[src/rtl/bc_pkg.sv]
package bc_pkg;

  typedef enum logic [2:0] {
    ST_IDLE  = 3'd0,
    ST_CONT  = 3'd1,
    ST_PRI   = 3'd2,
    ST_SEC   = 3'd3,
    ST_FINAL = 3'd4
  } bc_state_t;

  typedef enum logic [1:0] {
    PT_NONE = 2'b00,
    PT_STD  = 2'b01,
    PT_CHG  = 2'b10,
    PT_DED  = 2'b11
  } bc_port_t;

  function automatic int bc_max2(input int a, input int b);
    return (a > b) ? a : b;
  endfunction

  function automatic int bc_cnt_bits(input int limit);
    return (limit < 2) ? 1 : $clog2(limit + 1);
  endfunction

  function automatic logic bc_is_charger(input bc_port_t p);
    return (p == PT_CHG) || (p == PT_DED);
  endfunction

  function automatic logic bc_closes_switch(input bc_port_t p);
    return (p == PT_STD) || (p == PT_CHG);
  endfunction

endpackage

[src/rtl/bc_sync.sv]
module bc_sync #(
  parameter int WIDTH = 4
) (
  input  logic             clk,
  input  logic             rst_n,
  input  logic [WIDTH-1:0] d_a,
  output logic [WIDTH-1:0] q_s
);
  for (genvar i = 0; i < WIDTH; i++) begin : g_bit
    logic meta_q, out_q;
    always_ff @(posedge clk or negedge rst_n) begin
      if (!rst_n) begin
        meta_q <= 1'b0;
        out_q  <= 1'b0;
      end else begin
        meta_q <= d_a[i];
        out_q  <= meta_q;
      end
    end
    assign q_s[i] = out_q;
  end
endmodule

[src/rtl/bc_tick_counter.sv]
module bc_tick_counter #(
  parameter int WIDTH = 8
) (
  input  logic             clk,
  input  logic             rst_n,
  input  logic             clr,
  output logic [WIDTH-1:0] count
);
  localparam logic [WIDTH-1:0] CMAX = '1;

  always_ff @(posedge clk or negedge rst_n) begin
    if (!rst_n)             count <= '0;
    else if (clr)           count <= '0;
    else if (count != CMAX) count <= count + 1'b1;
  end

  assert_no_wrap_R2: assert property (@(posedge clk) disable iff (!rst_n)
    (!clr && $past(count) == CMAX && $past(!clr)) |-> count == CMAX);
endmodule

[src/rtl/bc_charger_detect.sv]
module bc_charger_detect
  import bc_pkg::*;
#(
  parameter int DBNC_TICKS = 10,
  parameter int TOUT_TICKS = 450,
  parameter int VSRC_TICKS = 40
) (
  input  logic       clk,
  input  logic       rst_n,
  input  logic       vbus_ok_a,
  input  logic       dp_low_a,
  input  logic       dp_win_a,
  input  logic       dm_win_a,
  output logic       idp_src_en,
  output logic       vdp_src_en,
  output logic       vdm_src_en,
  output logic       chg_det,
  output logic       chg_allow_pull,
  output logic       sw_close_pull,
  output logic [1:0] port_type,
  output logic       det_done
);
  localparam int TW = bc_cnt_bits(bc_max2(TOUT_TICKS, VSRC_TICKS));
  localparam int DW = bc_cnt_bits(DBNC_TICKS);
  localparam logic [TW-1:0] TOUT_LAST = TW'(TOUT_TICKS - 1);
  localparam logic [TW-1:0] PROBE_LAST = TW'(VSRC_TICKS - 1);
  localparam logic [DW-1:0] DBNC_LAST = DW'(DBNC_TICKS - 1);

  // re-timed comparator flags
  logic [3:0] flags_s;
  logic vbus_s, dp_low_s, dp_win_s, dm_win_s;

  bc_sync #(.WIDTH(4)) u_sync (
    .clk  (clk),
    .rst_n(rst_n),
    .d_a  ({vbus_ok_a, dp_low_a, dp_win_a, dm_win_a}),
    .q_s  (flags_s)
  );
  assign {vbus_s, dp_low_s, dp_win_s, dm_win_s} = flags_s;

  bc_state_t state_q, state_d;
  bc_port_t  pt_q, pt_d;
  logic      done_q, done_d;

  logic [TW-1:0] phase_cnt;
  logic [DW-1:0] dbnc_cnt;
  logic          phase_clr, dbnc_clr;

  // named internal events
  logic contact_seen, contact_tout, probe_end;

  bc_tick_counter #(.WIDTH(TW)) u_phase (
    .clk  (clk),
    .rst_n(rst_n),
    .clr  (phase_clr),
    .count(phase_cnt)
  );

  bc_tick_counter #(.WIDTH(DW)) u_dbnc (
    .clk  (clk),
    .rst_n(rst_n),
    .clr  (dbnc_clr),
    .count(dbnc_cnt)
  );

  // the run length restarts whenever the D+-low flag drops
  assign dbnc_clr     = !(state_q == ST_CONT && dp_low_s);
  assign contact_seen = (state_q == ST_CONT) && dp_low_s && (dbnc_cnt == DBNC_LAST);
  assign contact_tout = (state_q == ST_CONT) && (phase_cnt == TOUT_LAST);
  assign probe_end    = (phase_cnt == PROBE_LAST);
  assign phase_clr    = (state_d != state_q);

  always_comb begin
    state_d = state_q;
    pt_d    = pt_q;
    done_d  = 1'b0;
    if (!vbus_s) begin
      state_d = ST_IDLE;
      pt_d    = PT_NONE;
    end else begin
      unique case (state_q)
        ST_IDLE: state_d = ST_CONT;
        ST_CONT: if (contact_seen || contact_tout) state_d = ST_PRI;
        ST_PRI: if (probe_end) begin
          if (dm_win_s) state_d = ST_SEC;
          else begin
            state_d = ST_FINAL;
            pt_d    = PT_STD;
            done_d  = 1'b1;
          end
        end
        ST_SEC: if (probe_end) begin
          state_d = ST_FINAL;
          pt_d    = dp_win_s ? PT_DED : PT_CHG;
          done_d  = 1'b1;
        end
        ST_FINAL: state_d = ST_FINAL;
        default: state_d = ST_IDLE;
      endcase
    end
  end

  always_ff @(posedge clk or negedge rst_n) begin
    if (!rst_n) begin
      state_q <= ST_IDLE;
      pt_q    <= PT_NONE;
      done_q  <= 1'b0;
    end else begin
      state_q <= state_d;
      pt_q    <= pt_d;
      done_q  <= done_d;
    end
  end

  // all status outputs decode the same registers, so they move on one edge
  logic fin;
  assign fin            = (state_q == ST_FINAL);
  assign idp_src_en     = (state_q == ST_CONT);
  assign vdp_src_en     = (state_q == ST_PRI) || (fin && pt_q == PT_DED);
  assign vdm_src_en     = (state_q == ST_SEC);
  assign chg_det        = fin && bc_is_charger(pt_q);
  assign chg_allow_pull = fin;
  assign sw_close_pull  = fin && bc_closes_switch(pt_q);
  assign port_type      = pt_q;
  assign det_done       = done_q;

  assert_src_onehot_R10: assert property (@(posedge clk) disable iff (!rst_n)
    $onehot0({idp_src_en, vdp_src_en, vdm_src_en}));

  assert_charger_permits_R6: assert property (@(posedge clk) disable iff (!rst_n)
    (chg_det || sw_close_pull) |-> chg_allow_pull);

  assert_idle_before_done_R7: assert property (@(posedge clk) disable iff (!rst_n)
    (port_type == 2'b00) |-> (!chg_det && !chg_allow_pull && !sw_close_pull));

  assert_done_pulse_R8: assert property (@(posedge clk) disable iff (!rst_n)
    det_done |=> !det_done);

  assert_code_hold_R8: assert property (@(posedge clk) disable iff (!rst_n)
    (port_type != 2'b00 && vbus_s) |=> $stable(port_type));

  assert_vbus_loss_R9: assert property (@(posedge clk) disable iff (!rst_n)
    !vbus_s |=> (!idp_src_en && !vdp_src_en && !vdm_src_en && !chg_det &&
                 !chg_allow_pull && !sw_close_pull && port_type == 2'b00));

  assert_contact_run_R2: assert property (@(posedge clk) disable iff (!rst_n)
    (contact_seen && !contact_tout && vbus_s) |=> vdp_src_en);

  assert_probe_len_R4: assert property (@(posedge clk) disable iff (!rst_n)
    (vdm_src_en && !$past(vdm_src_en)) |-> $past(vdp_src_en));
endmodule

[config.mk]
export PLATFORM = sky130hd
export DESIGN_NAME = bc_charger_detect
export DESIGN_NICKNAME = d
export VERILOG_FILES = /design/src/rtl/bc_pkg.sv /design/src/rtl/bc_sync.sv /design/src/rtl/bc_tick_counter.sv /design/src/rtl/bc_charger_detect.sv
export SDC_FILE = /design/constraint.sdc
export NUM_CORES = 1
export LEC_CHECK = 0
export CAP_MARGIN = 20
export CORE_ASPECT_RATIO = 1.75
export CORE_MARGIN = 1.5
export CORE_UTILIZATION = 45
export CTS_BUF_LIST = sky130_fd_sc_hd__clkbuf_8 sky130_fd_sc_hd__clkbuf_16
export DETAILED_ROUTE_END_ITERATION = 16
export GPL_TIMING_DRIVEN = 0
export PLACE_DENSITY = 0.8
export SYNTH_ARGS = -nofsm -noshare
export SYNTH_HDL_FRONTEND = slang
export SYNTH_HIERARCHICAL = 1
export SYNTH_SLANG_ARGS = --single-unit
[constraint.sdc]
create_clock -name clk -period 2.05 [get_ports clk]
set_input_delay 0.5125 -clock clk [delete_from_list [all_inputs] [get_ports clk]]
set_output_delay 0.5125 -clock clk [all_outputs]
set_load 0.005 [all_outputs]
==> run metrics, run 1 <==
outcome=finished, final reports clean; Util after Layout=0.6205; area grow syn2layout=29.99%; Mapped Area=1398 µm²; FP Rows=26; crit path kind=reg -> out; setup_tns=0 ps; routability cong.=between 0.9 and 1; H-Tree Level Count=1; total track usage=0.1833; RR Endpoint=u_phase/count[5]; DP Worst Slack=-185.4 ps; Max Cap Viol=0; maximum root-to-sink buffer count=2; Netlist cell types=43; relative slew slack=0.7148; First-pass DRT Iterations=4; Cells after Synth=132; # port buffers=14; DRC=0; hold crit path type=reg -> reg; worst path required time=around 1500 ps; yosys warns=6; initial antenna violation count=0; syn avg cell area=10.59 µm²; Final WS setup=between 50 and 60 ps; clock tree root buffer cell=clkbuf_8; Switching Share=0.2379; kind of end point of the critical path=primary output; core area=about 2900 µm²; worst path arrival time=1490 ps; ANT nets after route=0; global-route wire length before repair=4747 µm; Clock power frac=0.314; Final Hold Violating Endpoints=0; final count of negative-setup-slack endpoints=0; Hold-fix buffers, CTS=0; Tcrit/Tclk final=0.9746; Worst-Skew Late Latency=approximately 280 ps; P_sw=between 0.0002 and 0.00025 W; full die area=approximately 3500 µm²; Hold Crit Endpoint=u_sync/g_bit[2].out_q; DRT iter0 DRCs=32; Mapped Nets=about 140; r2r startpoint=u_phase/count[0]; DRT Wirelength=2886 µm; Num Clock Sinks=27; Peak Freq=roughly 500 MHz; Final #Nets=175; total grt overflow=0; vias in the first global route=1,189; Initial Util=0.4774; I/O pin total=15; internal power=about 0.00075 W; CTS Buf Count=3; min-delay src=u_sync/g_bit[2].meta_q; Worst R2R Path Depth=8; ant diodes=0; vias per inst=6.141; number of enable flip-flop cells after synthesis=0; clock slew at reported path FFs=~90 ps; Slew Limit Fails=0; sequential-to-total area share from yosys stat=0.4834; Startpoint Class=flop; Worst Tran Pin Value=roughly 420 ps; CTS tree=yes; hold path depth=0; Period minus WS final=between 1500 and 2000 ps; Main synth FF type=dfrtp_1; Die X=45.13 µm; Seq pwr share=0.575; register bit total from synthesis=27; Clock Skew=~6.6 ps; largest net degree at the start of global routing=22; ys async rst share=1.000; Leakage=between 0.8 and 0.9 nW; Post-DP HPWL=between 1500 and 2000 µm; worst vdd ir=about 0.00042 V; Routed WL per cell=between 15 and 20 µm; share of layout cells above drive strength 1=0.2945; Chip Height=76.72 µm; Gate power share=0.111; reg2reg setup slack=~70 ps; PwrDens=538.5 nW/µm²; Worst Path Max Fanout=4; detailed-route via count=between 1,000 and 1,500
power by group through the flow:
stage	sequential, W	combinational [W]	clock [W]
3_3_place_gp	0.000573	0.0000751	0
5_1_grt	0.000565	0.000119	0.000345
6_report	0.000562	0.000109	0.000307
2_1_floorplan	0.000571	0.0000472	0
3_5_place_dp	0.000574	0.0000849	0
4_1_cts	0.000563	0.0000982	0.000317
cell usage after synthesis, types with 2 or more instances:
library cell,count,area share
or3_1,2,0.0090
nor2_1,10,0.027
dfrtp_1,27,0.48
xor2_1,3,0.019
nor2b_1,5,0.022
buf_4,4,0.021
or4_1,2,0.011
a31o_2,2,0.013
nand4b_1,3,0.019
and3_1,3,0.013
o31ai_1,2,0.011
nand3_2,2,0.014
nor3_1,4,0.014
nand2_1,3,0.0081
nand3_1,4,0.014
o21ai_0,4,0.014
clkbuf_1,2,0.0054
mux2i_1,3,0.021
buf_2,2,0.0072
nor4_1,3,0.013
nand4_1,2,0.0090
ha_1,5,0.045
o21a_1,2,0.011
nand3b_1,2,0.011
nand2b_1,3,0.013
a21oi_1,8,0.029
inv_1,4,0.011
how the worst max path moves through the flow:
stage,end,from,slack [ps]
final,chg_allow_pull,state_q[0],50
after global placement,idp_src_en,state_q[0],-160
after detailed placement,idp_src_en,state_q[0],-190
after CTS,vdp_src_en,port_type[1],-90
after global routing,chg_allow_pull,state_q[0],-1
after floorplan,u_phase/count[6],u_phase/count[4],20
state kept, by name, summed over array words and instances (netlist names):
register / count
det_done: 1
port_type: 2
state_q: 3
u_dbnc/count: 4
u_phase/count: 9
u_sync/g_bit.meta_q: 4
u_sync/g_bit.out_q: 4
cell families after synthesis:
kind of cell	share of synthesized area
compound gates	0.1146
xor+xnor	0.02507
simple gates	0.2552
flops	0.4834
fa+ha+maj	0.04476
mux	0.02954
buf+inv	0.04745
metal layers:
metal / vias up / global-route usage / share of wire
met4: 0 / 0.1412 / 0.038
met1: 576 / 0.1751 / 0.35
li1: 540 / - / -
met2: 42 / 0.3171 / 0.57
met5: - / 0 / 0
met3: 15 / 0.03294 / 0.038
placed cells by master, fill, tap and decap left out, drive strengths merged, types with 2 or more instances in the layout:
cell | Yosys | routed
nand2b | 3 | 3
and3 | 3 | 3
or4 | 2 | 2
mux2i | 3 | 3
or3 | 2 | 2
nand4 | 2 | 2
o31ai | 2 | 2
xor2 | 3 | 3
buf | 7 | 22
nor2 | 10 | 10
nand2 | 3 | 3
o21ai | 4 | 4
nand4b | 4 | 4
a21oi | 8 | 8
clkdlybuf4s50 | 0 | 9
dlygate4sd2 | 0 | 2
nand3 | 6 | 6
nor3 | 5 | 5
o21a | 2 | 2
a31o | 2 | 2
nand3b | 2 | 2
ha | 5 | 5
nor2b | 5 | 5
nor4 | 3 | 3
dfrtp | 27 | 27
clkbuf | 2 | 3
or3b | 2 | 2
inv | 4 | 4
dlymetal6s2s | 0 | 3
metrics by stage:
stage / total power, W / hold slack, ps / cell area (µm²) / cells
3_5_place_dp: 0.0006592 / 335.5 / 1608 / 175
4_1_cts: 0.0009777 / 358.1 / 1748 / 186
6_report: 0.0009783 / 356.5 / 1817 / 191
2_1_floorplan: 0.0006180 / 216.9 / 1405 / 132
5_1_grt: 0.001030 / 363.3 / 1817 / 191
3_3_place_gp: 0.0006477 / 332.5 / 1580 / 174
cell type report:
class | instances | area [µm²]
buffer | 6 | 46.29
sequential | 27 | 681.9
tap | 28 | 35.03
multi-input combinational | 92 | 694.4
fill | 230 | 1111
clock buffer | 3 | 41.29
timing repair buffer | 30 | 292.8
clock inverter | 1 | 7.507
inverter | 4 | 17.52
what timing repair did:
item                                    CTS  global route
endpoints found under the setup margin   16            14
setup buffers                             8             6
resized for setup                        16            11
pin swaps                                 2             0
cloned                                    1             0
critical path, cell delays in order, from the launching register on:
cell	delay (ps)
dfrtp_2	430
inv_4	80
and3_4	200
clkdlybuf4s50_1	500
Power figures use the tool's default switching activity.
==> run 2, diff against run 1 <==
--- a/config.mk
+++ b/config.mk
@@ -7,7 +7,7 @@
 export LEC_CHECK = 0
 export CAP_MARGIN = 20
 export CORE_ASPECT_RATIO = 1.75
-export CORE_MARGIN = 1.5
+export CORE_MARGIN = 5
 export CORE_UTILIZATION = 45
 export CTS_BUF_LIST = sky130_fd_sc_hd__clkbuf_8 sky130_fd_sc_hd__clkbuf_16
 export DETAILED_ROUTE_END_ITERATION = 16
==> run 2 against run 1 <==
- routed wire length rose by 19%
- clock skew hardly changed
- largest power group unchanged
- via count fell by 1.0%
- sequential share of layout area is 1.4 points lower
- final area up 4.1%
- setup slack lost 7.8 ps
- count of clock-buffer cells in the layout stayed put
- critical path type is now reg -> reg
- final cell count rose by 8.9%
- global-route usage shrank 1.1 points
==> run metrics, run 2 (synthesis gave the netlist of run 1 again) <==
core area=2960 µm² (was 2928 µm²); Cell Chain, Critical Path=or3b_4 > or4_4 > a211o_1 > nand3_2 > buf_6 > nor2_2 (was inv_4 > and3_4 > clkdlybuf4s50_1); # port buffers=14 (unchanged); FP Rows=26 (unchanged); Final Hold Violating Endpoints=0 (unchanged); First-pass DRT Iterations=5 (was 4); share of layout cells above drive strength 1=0.3494 (was 0.2945); full die area=4364 µm² (was 3462 µm²); Tcrit/Tclk final=0.9784 (was 0.9746); Critical Path Max Stage Delay=460 ps (was 500 ps); placed inst area=1625 µm² (was 1608 µm²); kind of end point of the critical path=flop (was primary output); RR Endpoint=u_phase/count[2] (was u_phase/count[5]); min-delay src=u_sync/g_bit[2].meta_q (unchanged); initial antenna violation count=0 (unchanged); CTS tree=yes (unchanged); outcome=finished, final reports clean (unchanged); hold crit path type=reg -> reg (unchanged); clock slew at reported path FFs=90 ps (about the same); Clock power frac=0.306 (was 0.314); Hold-fix buffers, CTS=0 (unchanged); Startpoint Class=flop (unchanged); reg2reg setup slack=40 ps (was 70 ps); H-Tree Level Count=1 (unchanged); setup_tns=0 ps (unchanged); Post-DP HPWL=2125 µm (was 1980 µm); Final #Nets=178 (was 175); r2r startpoint=u_phase/count[3] (was u_phase/count[0]); Worst Tran Pin Value=431.2 ps (was 423.4 ps); worst path required time=2210 ps (was 1540 ps); DRT Wirelength=3442 µm (was 2886 µm); vias per inst=5.582 (was 6.141); most common cell after layout, fill and taps aside=buf_4 (was dfrtp_1); Period minus WS final=2006 ps (was 1998 ps); Initial Util=0.4721 (was 0.4774); Clock Skew=6.068 ps (was 6.562 ps); CP max stage cell=or4_4 (was clkdlybuf4s50_1); internal power=0.0007432 W (was 0.0007455 W); total grt overflow=0 (unchanged); clock tree root buffer cell=clkbuf_8 (unchanged); Slew Limit Fails=0 (unchanged); detailed-route via count=1,161 (was 1,173); Hold WS=359.2 ps (was 356.5 ps); Design Area, Final=1892 µm² (was 1817 µm²); Switching Share=0.2411 (was 0.2379); vias in the first global route=1,245 (was 1,189); largest net degree at the start of global routing=22 (unchanged); relative slew slack=0.7116 (was 0.7148); total track usage=0.1722 (was 0.1833); Seq pwr share=0.576 (was 0.575); routability cong.=0.8435 (was 0.9077); DRT iter0 DRCs=47 (was 32); Leakage=0.8586 nW (was 0.8528 nW); maximum root-to-sink buffer count=2 (unchanged); Routed WL per cell=16.55 µm (was 15.11 µm); I/O pin total=15 (unchanged); Worst-Skew Late Latency=280 ps (about the same); crit path kind=reg -> reg (was reg -> out); Num Clock Sinks=27 (unchanged); hold path depth=0 (unchanged); Hold Crit Endpoint=u_sync/g_bit[2].out_q (unchanged); global-route wire length before repair=5589 µm (was 4747 µm); Max Cap Viol=0 (unchanged); PwrDens=517.7 nW/µm² (was 538.5 nW/µm²); worst path arrival time=2170 ps (was 1490 ps); commonest non-fill, non-tap cells in the layout=buf_4 (22), dfrtp_1 (21), clkdlybuf4s50_1 (9), nor2_1 (7) (was dfrtp_1 (22), buf_4 (17), nor2_1 (10), clkdlybuf4s50_1 (9), a21oi_1 (8)); P_sw=0.0002361 W (was 0.0002327 W); Worst R2R Path Depth=6 (was 8); Largest register FFs=9 (unchanged); Die X=52.13 µm (was 45.13 µm); Reg with most FFs=u_phase/count (unchanged); ANT nets after route=0 (unchanged); final count of negative-setup-slack endpoints=0 (unchanged); area grow syn2layout=35.36% (was 29.99%); Util after Layout=0.6391 (was 0.6205); ant diodes=0 (unchanged); Chip Height=83.72 µm (was 76.72 µm); DRC=0 (unchanged); Worst Path Max Fanout=5 (was 4); Gate power share=0.118 (was 0.111); CTS Buf Count=3 (unchanged); worst vdd ir=0.0005283 V (was 0.0004233 V); Peak Freq=498.6 MHz (was 500.5 MHz)
-- run 2: cell types whose count changed in the layout (fill, tap and decap cells not counted), moves of 2 or more --
cell     delta
buf_4       +5
nor2_1      -3
nor2_2      +3
a21oi_1     -2
a21oi_2     +2
-- run 2: final cells by class --
type / instances / area (µm²)
fillers: 210 / 1069
multi-input cells: 92 / 737.0
flip-flops and latches: 27 / 683.2
repair buffers: 34 / 315.3
well taps: 42 / 52.55
clock buffers: 3 / 41.29
plain buffers: 5 / 41.29
inverters: 4 / 17.52
clock inverters: 1 / 3.754
-- run 2: worst max path at each step --
stage,startpoint,to,slack [ps]
floorplan,u_phase/count[4],u_phase/count[6],20
global route,u_phase/count[1],u_phase/count[6],-9
finish,u_phase/count[3],u_phase/count[2],40
detailed placement,state_q[0],idp_src_en,-180
CTS,u_phase/count[3],u_phase/count[2],-40
global placement,state_q[0],idp_src_en,-180
-- run 2: per-layer routing --
metal | vias to the layer above | track usage | routed length, µm
met1 | 572 | 0.1757 | 1281
met2 | 36 | 0.3058 | 1919
met3 | 13 | 0.02683 | 114
met4 | 0 | 0.1098 | 127
li1 | 540 | - | -
met5 | - | 0 | 0
-- run 2: critical path: cells and delay by family, from the launching register on --
kind            cells  cell delay [ps]
compound gates      1              310
buf+inv             1              150
flops               1              430
simple gates        4             1010
-- run 2: repair_timing --
item | in CTS | in global routing
setup buffers | 13 | 5
endpoints found under the setup margin | 16 | 13
hold endpoints to repair | 0 | 0
gates resized for setup | 26 | 9
pin swaps | 4 | 3
gates cloned | 1 | 0
-- run 2: power groups by stage --
stage / sequential (W) / combinational (W) / clock, W
final: 0.000564 / 0.000116 / 0.000299
after global routing: 0.000567 / 0.000127 / 0.000328
after CTS: 0.000563 / 0.000111 / 0.000306
after detailed placement: 0.000575 / 0.0000873 / 0
after global placement: 0.000573 / 0.0000751 / 0
after floorplan: 0.000571 / 0.0000472 / 0
-- run 2: stage by stage --
stage / worst slack [ps] / std cells / total power [W]
global route: -8.679 / 208 / 0.001022
CTS: -38.65 / 205 / 0.0009800
floorplan: 24.23 / 132 / 0.0006180
global placement: -180.9 / 188 / 0.0006485
detailed placement: -183.0 / 189 / 0.0006618
finish: 44.25 / 208 / 0.0009794
